**config.mk**
```make
export PLATFORM = sky130hd
export DESIGN_NAME = fifo_pair
export DESIGN_NICKNAME = d
export VERILOG_FILES = /design/src/rtl/fifo_pair_pkg.sv /design/src/rtl/fifo_pair_queue.sv /design/src/rtl/fifo_pair_csr.sv /design/src/rtl/fifo_pair.sv
export SDC_FILE = /design/constraint.sdc
export NUM_CORES = 1
export LEC_CHECK = 0
export BUFFER_PORTS_ARGS = -buffer_cell sky130_fd_sc_hd__buf_2
export CAP_MARGIN = 15
export CORE_AREA = 2 2 391 393
export CTS_CLUSTER_SIZE = 24
export DETAILED_ROUTE_END_ITERATION = 10
export DIE_AREA = 0 0 393 395
export MAX_ROUTING_LAYER = met4
export PLACE_DENSITY = 0.51
export REMOVE_ABC_BUFFERS = 1
export SLEW_MARGIN = 20
export SYNTH_ARGS = -nofsm -noshare
export SYNTH_HDL_FRONTEND = slang
export SYNTH_SLANG_ARGS = --single-unit
export TNS_END_PERCENT = 100
```
**constraint.sdc**
```tcl
create_clock -name clk -period 3.1 [get_ports clk]
set_input_delay 0.31 -clock clk [delete_from_list [all_inputs] [get_ports clk]]
set_output_delay 0.31 -clock clk [all_outputs]
set_load 0.05 [all_outputs]
```
**src/rtl/fifo_pair_pkg.sv**
```systemverilog
package fifo_pair_pkg;
    localparam int FIFO_DEPTH = 64;
    localparam int TX_W       = 11;
    localparam int RX_W       = 8;
    localparam int THR_W      = 6;
    localparam int CTRL_W     = 2 + 2 * THR_W;
    localparam int STAT_W     = 12;

    localparam int S_RX_RERR  = 0;
    localparam int S_RX_WERR  = 1;
    localparam int S_RX_FULL  = 2;
    localparam int S_RX_EMPTY = 3;
    localparam int S_TX_RERR  = 6;
    localparam int S_TX_WERR  = 7;
    localparam int S_TX_EMPTY = 10;
    localparam int S_TX_FULL  = 11;

    typedef struct packed {
        logic rerr;
        logic werr;
        logic full;
        logic empty;
    } q_flags_t;
endpackage

```
**src/rtl/fifo_pair_queue.sv**
```systemverilog
module fifo_pair_queue #(
    parameter int W         = 8,
    parameter int DEPTH     = 64,
    parameter int THR_W     = 6,
    parameter bit HIGH_MARK = 1'b1
) (
    input  logic             clk,
    input  logic             rst_n,
    input  logic             clr,
    input  logic             push,
    input  logic [W-1:0]     wdata,
    input  logic             pop,
    input  logic [THR_W-1:0] thr,
    output logic [W-1:0]     rdata,
    output fifo_pair_pkg::q_flags_t flags,
    output logic             wm_req
);
    localparam int AW = $clog2(DEPTH);
    localparam int CW = AW + 1;

    logic [W-1:0]  mem [DEPTH];
    logic [AW-1:0] wr_ptr, rd_ptr;
    logic [CW-1:0] count;
    logic          rerr_q, werr_q;
    logic          full, empty, do_push, do_pop;

    assign full    = (count == CW'(DEPTH));
    assign empty   = (count == '0);
    assign do_push = push && !full && !clr;
    assign do_pop  = pop && !empty && !clr;

    always_ff @(posedge clk) begin
        if (do_push) mem[wr_ptr] <= wdata;
    end

    always_ff @(posedge clk or negedge rst_n) begin
        if (!rst_n) begin
            wr_ptr <= '0;
            rd_ptr <= '0;
            count  <= '0;
            rerr_q <= 1'b0;
            werr_q <= 1'b0;
            rdata  <= '0;
        end else if (clr) begin
            wr_ptr <= '0;
            rd_ptr <= '0;
            count  <= '0;
            rerr_q <= 1'b0;
            werr_q <= 1'b0;
        end else begin
            if (do_push) wr_ptr <= wr_ptr + 1'b1;
            if (do_pop) begin
                rd_ptr <= rd_ptr + 1'b1;
                rdata  <= mem[rd_ptr];
            end
            count <= count + CW'(do_push) - CW'(do_pop);
            if (push && full) werr_q <= 1'b1;
            if (pop && empty) rerr_q <= 1'b1;
        end
    end

    generate
        if (HIGH_MARK) begin : g_high
            assign wm_req = (count >= CW'(thr));
        end else begin : g_low
            assign wm_req = (count <= CW'(thr));
        end
    endgenerate

    assign flags = '{rerr: rerr_q, werr: werr_q, full: full, empty: empty};
endmodule

```
**src/rtl/fifo_pair_csr.sv**
```systemverilog
module fifo_pair_csr
    import fifo_pair_pkg::*;
(
    input  logic              clk,
    input  logic              rst_n,
    input  logic              we,
    input  logic [CTRL_W-1:0] wdata,
    output logic [CTRL_W-1:0] rdata,
    output logic              rx_clr,
    output logic              tx_clr,
    output logic [THR_W-1:0]  rx_thr,
    output logic [THR_W-1:0]  tx_thr,
    input  q_flags_t          rx_flags,
    input  q_flags_t          tx_flags,
    output logic [STAT_W-1:0] status,
    output logic              err_req
);
    logic [CTRL_W-1:0] ctrl_q;

    always_ff @(posedge clk or negedge rst_n) begin
        if (!rst_n)  ctrl_q <= '0;
        else if (we) ctrl_q <= wdata;
    end

    assign rdata  = ctrl_q;
    assign rx_clr = ctrl_q[0];
    assign tx_clr = ctrl_q[1];
    assign rx_thr = ctrl_q[2 +: THR_W];
    assign tx_thr = ctrl_q[2 + THR_W +: THR_W];

    always_comb begin
        status             = '0;
        status[S_RX_RERR]  = rx_flags.rerr;
        status[S_RX_WERR]  = rx_flags.werr;
        status[S_RX_FULL]  = rx_flags.full;
        status[S_RX_EMPTY] = rx_flags.empty;
        status[S_TX_RERR]  = tx_flags.rerr;
        status[S_TX_WERR]  = tx_flags.werr;
        status[S_TX_EMPTY] = tx_flags.empty;
        status[S_TX_FULL]  = tx_flags.full;
    end

    assign err_req = rx_flags.rerr | rx_flags.werr | tx_flags.rerr | tx_flags.werr;
endmodule

```
**src/rtl/fifo_pair.sv**
```systemverilog
module fifo_pair
    import fifo_pair_pkg::*;
(
    input  logic              clk,
    input  logic              rst_n,
    input  logic              ctrl_we,
    input  logic [CTRL_W-1:0] ctrl_wdata,
    output logic [CTRL_W-1:0] ctrl_rdata,
    output logic [STAT_W-1:0] status,
    input  logic              tx_push,
    input  logic [TX_W-1:0]   tx_wdata,
    input  logic              tx_pop,
    output logic [TX_W-1:0]   tx_rdata,
    input  logic              rx_push,
    input  logic [RX_W-1:0]   rx_wdata,
    input  logic              rx_pop,
    output logic [RX_W-1:0]   rx_rdata,
    output logic              rx_af_req,
    output logic              tx_ae_req,
    output logic              fifo_err_req
);
    logic             rx_clr, tx_clr;
    logic [THR_W-1:0] rx_thr, tx_thr;
    q_flags_t         rx_flags, tx_flags;

    fifo_pair_csr u_csr (
        .clk      (clk),
        .rst_n    (rst_n),
        .we       (ctrl_we),
        .wdata    (ctrl_wdata),
        .rdata    (ctrl_rdata),
        .rx_clr   (rx_clr),
        .tx_clr   (tx_clr),
        .rx_thr   (rx_thr),
        .tx_thr   (tx_thr),
        .rx_flags (rx_flags),
        .tx_flags (tx_flags),
        .status   (status),
        .err_req  (fifo_err_req)
    );

    fifo_pair_queue #(
        .W(TX_W), .DEPTH(FIFO_DEPTH), .THR_W(THR_W), .HIGH_MARK(1'b0)
    ) u_txq (
        .clk    (clk),
        .rst_n  (rst_n),
        .clr    (tx_clr),
        .push   (tx_push),
        .wdata  (tx_wdata),
        .pop    (tx_pop),
        .thr    (tx_thr),
        .rdata  (tx_rdata),
        .flags  (tx_flags),
        .wm_req (tx_ae_req)
    );

    fifo_pair_queue #(
        .W(RX_W), .DEPTH(FIFO_DEPTH), .THR_W(THR_W), .HIGH_MARK(1'b1)
    ) u_rxq (
        .clk    (clk),
        .rst_n  (rst_n),
        .clr    (rx_clr),
        .push   (rx_push),
        .wdata  (rx_wdata),
        .pop    (rx_pop),
        .thr    (rx_thr),
        .rdata  (rx_rdata),
        .flags  (rx_flags),
        .wm_req (rx_af_req)
    );
endmodule

```
# == Word-level counts from Yosys, hierarchy flattened ==
# Memory sizes are Yosys's and may differ from the RTL's. A register that Yosys moved wholly into a read port is not among the register bits.
# Cells that the tools add are included.
# classes
n_bitwise,5
reduce_logical,32
n_lt_le_gt_ge,2
muxes,22
n_eq_ne,2
n_addsub,8
# ops
cell,count
$mux 6,8
$add 6x1->6 const B,4
$reduce_bool 2->1,8
$add 7x1->7,2
$eq 7x7->1 const B,2
$logic_not 7->1,2
$mux 7,2
$sub 7x1->7,2
$logic_and 1x1->1,12
$mux 1,12
$logic_not 1->1,8
$ge 7x6->1,1
$le 7x6->1,1
$reduce_and 2->1,2
$or 1x1->1,3
$not 1->1,2
# word_totals
ram_bits,1216
regBits,56
memories,2
# mem_list
memory,words,word_bits,rd,rd_clocked_by_memory_dff,wr,line_no,source
u_txq.mem,64,11,1,1,1,fifo_pair_queue.sv:21,logic [W-1:0] mem [DEPTH];
u_rxq.mem,64,8,1,1,1,fifo_pair_queue.sv:21,

# == Logic depth before layout (Yosys ltp) ==
# logic_depth
ltp_word,7
mapped_depth,18

# == Cells and area by module ==
# A second synthesis with hierarchy kept.
# unflattened
cells_unflattened,2649
hier_area_um2,51577.0
# by_module_without_submodules
mod,area_per_inst_um2,instances,cells_per_inst,seq_area_each_um2
fifo_pair_queue (u_txq),29325.6,1,1514,21941.0
fifo_pair_queue (u_rxq),21525.6,1,1078,16100.4
fifo_pair_csr,725.7,1,57,350.3

# == Worst setup path before layout ==
# Ideal clock, no wire load.
# synth_path
path_type,reg-to-reg
start,reg u_txq.count[2]
end,reg u_txq.count[6]
t_required_ns,2.964
path_slack_ns,-0.157
stages_incl_launch_ff,19
t_arrival_ns,3.120
synth_period_minus_slack_ns,3.257
setup_ns,0.136
path_cell_list,dfrtp_1 inv_1 ha_1 nor4bb_1 a21oi_2 nand2b_1 clkbuf_1 inv_1 ha_1 inv_1 ha_1 inv_1 fa_1 nand2b_1 a21oi_1 o21ai_0 a21oi_1 or3_1 a21oi_1
# synth_via
elab_chain_cells,7
# synth_lines
item,line_no,source
from (decl),fifo_pair_queue.sv:23,logic [CW-1:0] count;
from (signal assigned),fifo_pair_queue.sv:56,count <= count + CW'(do_push) - CW'(do_pop);
$eq 7x7->1,fifo_pair_queue.sv:27,assign full = (count == CW'(DEPTH));
$logic_not 1->1,fifo_pair_queue.sv:29,assign do_push = push && !full && !clr;
$logic_and 1x1->1 (2 in series),fifo_pair_queue.sv:29,
$add 7x1->7,fifo_pair_queue.sv:56,
$sub 7x1->7 *,fifo_pair_queue.sv:56,
$mux 7 *,fifo_pair_queue.sv:44,end else if (clr) begin
# Mark *: on every way between the ends. The rest lies on a longest branch, timed or not.
# A chain may end at the register's enable or synchronous reset.

# == Final worst setup path ==
# layout_path
start,reg u_rxq.count[0]
end,out rx_af_req
# layout_via
elab_chain_cells,1
# layout_lines
item,line_no,source
from (decl),fifo_pair_queue.sv:23,
from (signal assigned),fifo_pair_queue.sv:56,
$ge 7x6->1,fifo_pair_queue.sv:64,assign wm_req = (count >= CW'(thr));
to (decl),fifo_pair.sv:18,"output logic rx_af_req,"
# Every way passes these cells.

==> results.toml <==
[global_route]
track_usage = 0.164
grt_overflow_total = 0
antenna_found_initial = 0
grt_max_degree = 65
grt_pass1_wl_mm = 181
grt_pass1_vias = 26800

[sta]
postLayoutSetupSlackWorst_ns = 0.115
period_share = 0.963
max_freq_ghz = 0.335
drv_slew = 0
slew-limit-headroom = 0.327
final_hold_viol_count = 0
finalCriticalPeriod_ns = 2.98
fin_tns_setup_ns = 0
worst_clock_skew_ns = 0.0519
worst_pin_slew_ns = 1.01
setup_viol = 0
holdWs_ns = 0.0520

[power_and_ir_drop]
power_frac_clock = 0.365
p_comb_frac = 0.186
switching_power_mw = 11.8
powerDensity_nw_per_um2 = 736
power_mw = 44.2
internal-power_mw = 32.3
ir_drop_mv = 0.625
p_seq_frac = 0.449
leakage_nw = 19.1
switching_share = 0.268

[finish]
layout_commonest_cell = "edfxtp_1"
stdcell_count = 5083
drive_above_1_share = 0.276
areaGrowthSynthToFinish_pct = 17.6
fin_area_um2 = 60000
fill_cells = 13500
final_cell_mix = "edfxtp_1 (1216), mux4_2 (278), buf_4 (222)"
nets = 3018
num_antenna_cells = 0
fin_util = 0.397

[logic_synthesis]
synth_edf_count = 1216
synthMuxAreaShare = 0.144
ys_async_sr_fraction = 0.0581
synth_area_um2 = 51000
synth-seq-cells = 1291
synth_area_per_cell_um2 = 19.5
yosysTopAreaCell = "edfxtp_1"
synth_area_leaders = "edfxtp_1 (72%), mux4_2 (12%), dfrtp_1 (3.7%)"
synth_xor_area_frac = 0.00446
synth_top_family_by_area = "multiplexers"
ys_warn_count = 0
synth_top_area_share = 0.716
synth_compound_area_frac = 0.0296
synthAdderAreaFrac = 0.00912
synthFlopType = "edfxtp_1"
ys_seq_area_frac = 0.752
synthDistinctLibCells = 55
synthCells = 2613
synth-simple-area-share = 0.0403

[clocking]
cts_tree = "yes"
cts_inserted_buffers = 141
path_clk_slew_ns = 0.06
clk_latency_ns = 0.77
clock-sinks = 1291
cts.path.max_buffers = 3
h-tree-depth = 4
clockRootBuffer = "clkbuf_16"

[placement]
placed_cell_area_um2 = 55100
place_congestion = 0.843
hpwlAfterDp_mm = 78.0
io_buffers = 83
placed_cells = 4796
place_ws_ns = -0.0705

[setup_path]
crit_type = "flop to primary output"
cp_top_family = "compound AO/OA/AOI/OAI gates"
critPathMostFrequentCell = "a21o_1"
crit_cells = 9
required_ns = 2.79
crit_buf_inv = 2
start_kind = "flop"
slowest_delay_ns = 0.41
path_cells = "inv_2 > ha_4 > nand2b_4 > a21o_1 > a21o_1 > a21o_1 > a21o_1 > a211o_1 > buf_6"
critPathCaptureType = "primary output"
cp_data_arrival_time_ns = 2.67
critPathMaxFanout = 2
rr_worst_depth = 18
cp_slowest_cell = "dfrtp_1"

[floorplan]
io_pins = 88
start_util = 0.338
placementRows = 143
core_um2 = 151000
die_x_um = 393
die_h_um = 395
die_area_um2 = 155000

[routing]
drt-vias-per-instance = 5.04
drt_iter0_markers = 2007
drt-pass1-iter-count = 5
routed_wirelength_mm = 123
ant_nets = 0
wl_per_cell_um = 24.2
route.detailed.drc = 0
vias = 25600

[min_path]
worstHoldPathType = "input port to flop"
min_path_cells = 2

[job]
maxCapViolCount = 0

[status]
status = "finished, final reports clean"
[flip-flops by register name (all words and copies together) (netlist names)]
| signal | count |
|---|---|
| u_txq.mem | 704 |
| u_rxq.mem | 512 |
| u_csr.rdata | 14 |
| u_txq.rdata | 11 |
| u_rxq.rdata | 8 |
| u_rxq.count | 7 |
| u_txq.count | 7 |
| u_rxq.rd_ptr | 6 |
| u_rxq.wr_ptr | 6 |
| u_txq.rd_ptr | 6 |
| u_txq.wr_ptr | 6 |
| u_rxq.rerr_q | 1 |
| u_rxq.werr_q | 1 |
| u_txq.rerr_q | 1 |
| u_txq.werr_q | 1 |
[worst register-to-register path: stages (launching register included)]
cell      delay, ns
dfrtp_1        0.39
inv_2          0.09
ha_4           0.13
nor4bb_4       0.26
buf_4          0.15
a21oi_2        0.06
nand2b_1       0.10
inv_2          0.05
ha_1           0.28
inv_2          0.07
ha_4           0.13
inv_2          0.04
fa_2           0.38
nand2b_4       0.16
a21oi_4        0.14
o21ai_2        0.09
a21oi_2        0.15
or3_1          0.12
a21oi_1        0.05
[layer usage]
layer,share of wire,GRT usage,vias up
met5,0,-,-
met1,0.43,0.213,13500
met3,0.046,0.0251,204
met4,0.031,0.0537,0
li1,-,-,11200
met2,0.50,0.264,699
[final cells by class]
type | instances | area (um^2) | share of cell area
inverter | 44 | 165 | 0.00275
clock inverter | 74 | 768 | 0.0128
multi-input combinational | 1121 | 11800 | 0.196
sequential | 1291 | 38400 | 0.640
timing repair buffer | 343 | 2670 | 0.0444
tap | 2030 | 2540 | 0.0423
clock buffer | 180 | 3710 | 0.0617
[cell families after synthesis]
group,count (synthesis)
and+or+nand+nor,435
xor gates and xnor gates,26
muxes,387
DFF,1291
adders and majority gates,36
buffers and inverters,204
AOI/OAI and AO/OA,233
other,1
[power by group through the flow]
| stage | logic (mW) | clock network, mW | registers [mW] |
|---|---|---|---|
| after floorplan | 4.12 | 0 | 21.1 |
| after global placement | 7.90 | 0 | 20.1 |
| after detailed placement | 7.99 | 0 | 20.2 |
| after CTS | 8.11 | 16.6 | 19.8 |
| after global routing | 8.89 | 17.3 | 19.8 |
| final | 8.22 | 16.1 | 19.8 |
[cell usage after synthesis, drive strengths merged (2+ instances only)]
master / instances
a22oi: 39
or3: 15
mux2: 7
nand2b: 20
o21ai: 37
nand2: 85
nand3b: 7
nor2: 175
o311ai: 2
mux2i: 102
o21bai: 2
and3: 10
mux4: 278
xnor2: 13
a21oi: 52
inv: 44
nor3: 8
or2: 3
o221ai: 18
fa: 2
a21o: 8
nand4: 17
nor4: 11
or3b: 5
edfxtp: 1216
ha: 34
xor2: 13
dfrtp: 75
nand3: 39
a311oi: 2
nand4b: 3
nor3b: 3
a211oi: 15
and2: 5
o211ai: 11
a31oi: 16
clkbuf: 62
o22ai: 27
buf: 98
nor2b: 26
[worst paths after layout]
check | startpoint | to | slack, ns
worst max-delay path | u_rxq.count[0]$_DFF_PN0_ | rx_af_req | 0.12
worst min-delay path | tx_wdata[7] | u_txq.mem[37][7]$_DFFE_PP_ | 0.05
worst max register to register | u_txq.count[2]$_DFF_PN0_ | u_txq.count[6]$_DFF_PN0_ | 0.14
worst min register to register | u_txq.rerr_q$_DFFE_PN0P_ | u_txq.rerr_q$_DFFE_PN0P_ | 0.52
max in group asynchronous | rst_n | u_csr.rdata[11]$_DFFE_PN0P_ | 2.19
min in group asynchronous | rst_n | u_rxq.rd_ptr[1]$_DFFE_PN0P_ | 0.10
[repair_timing]
action,CTS,global route
setup buffers,2,9
endpoints found under the hold margin,72,0
hold buffers,22,0
cloned,0,0
pin swaps,6,18
gates resized for setup,10,29
endpoints found under the setup margin,3,4
(Power assumes the default switching activity.)
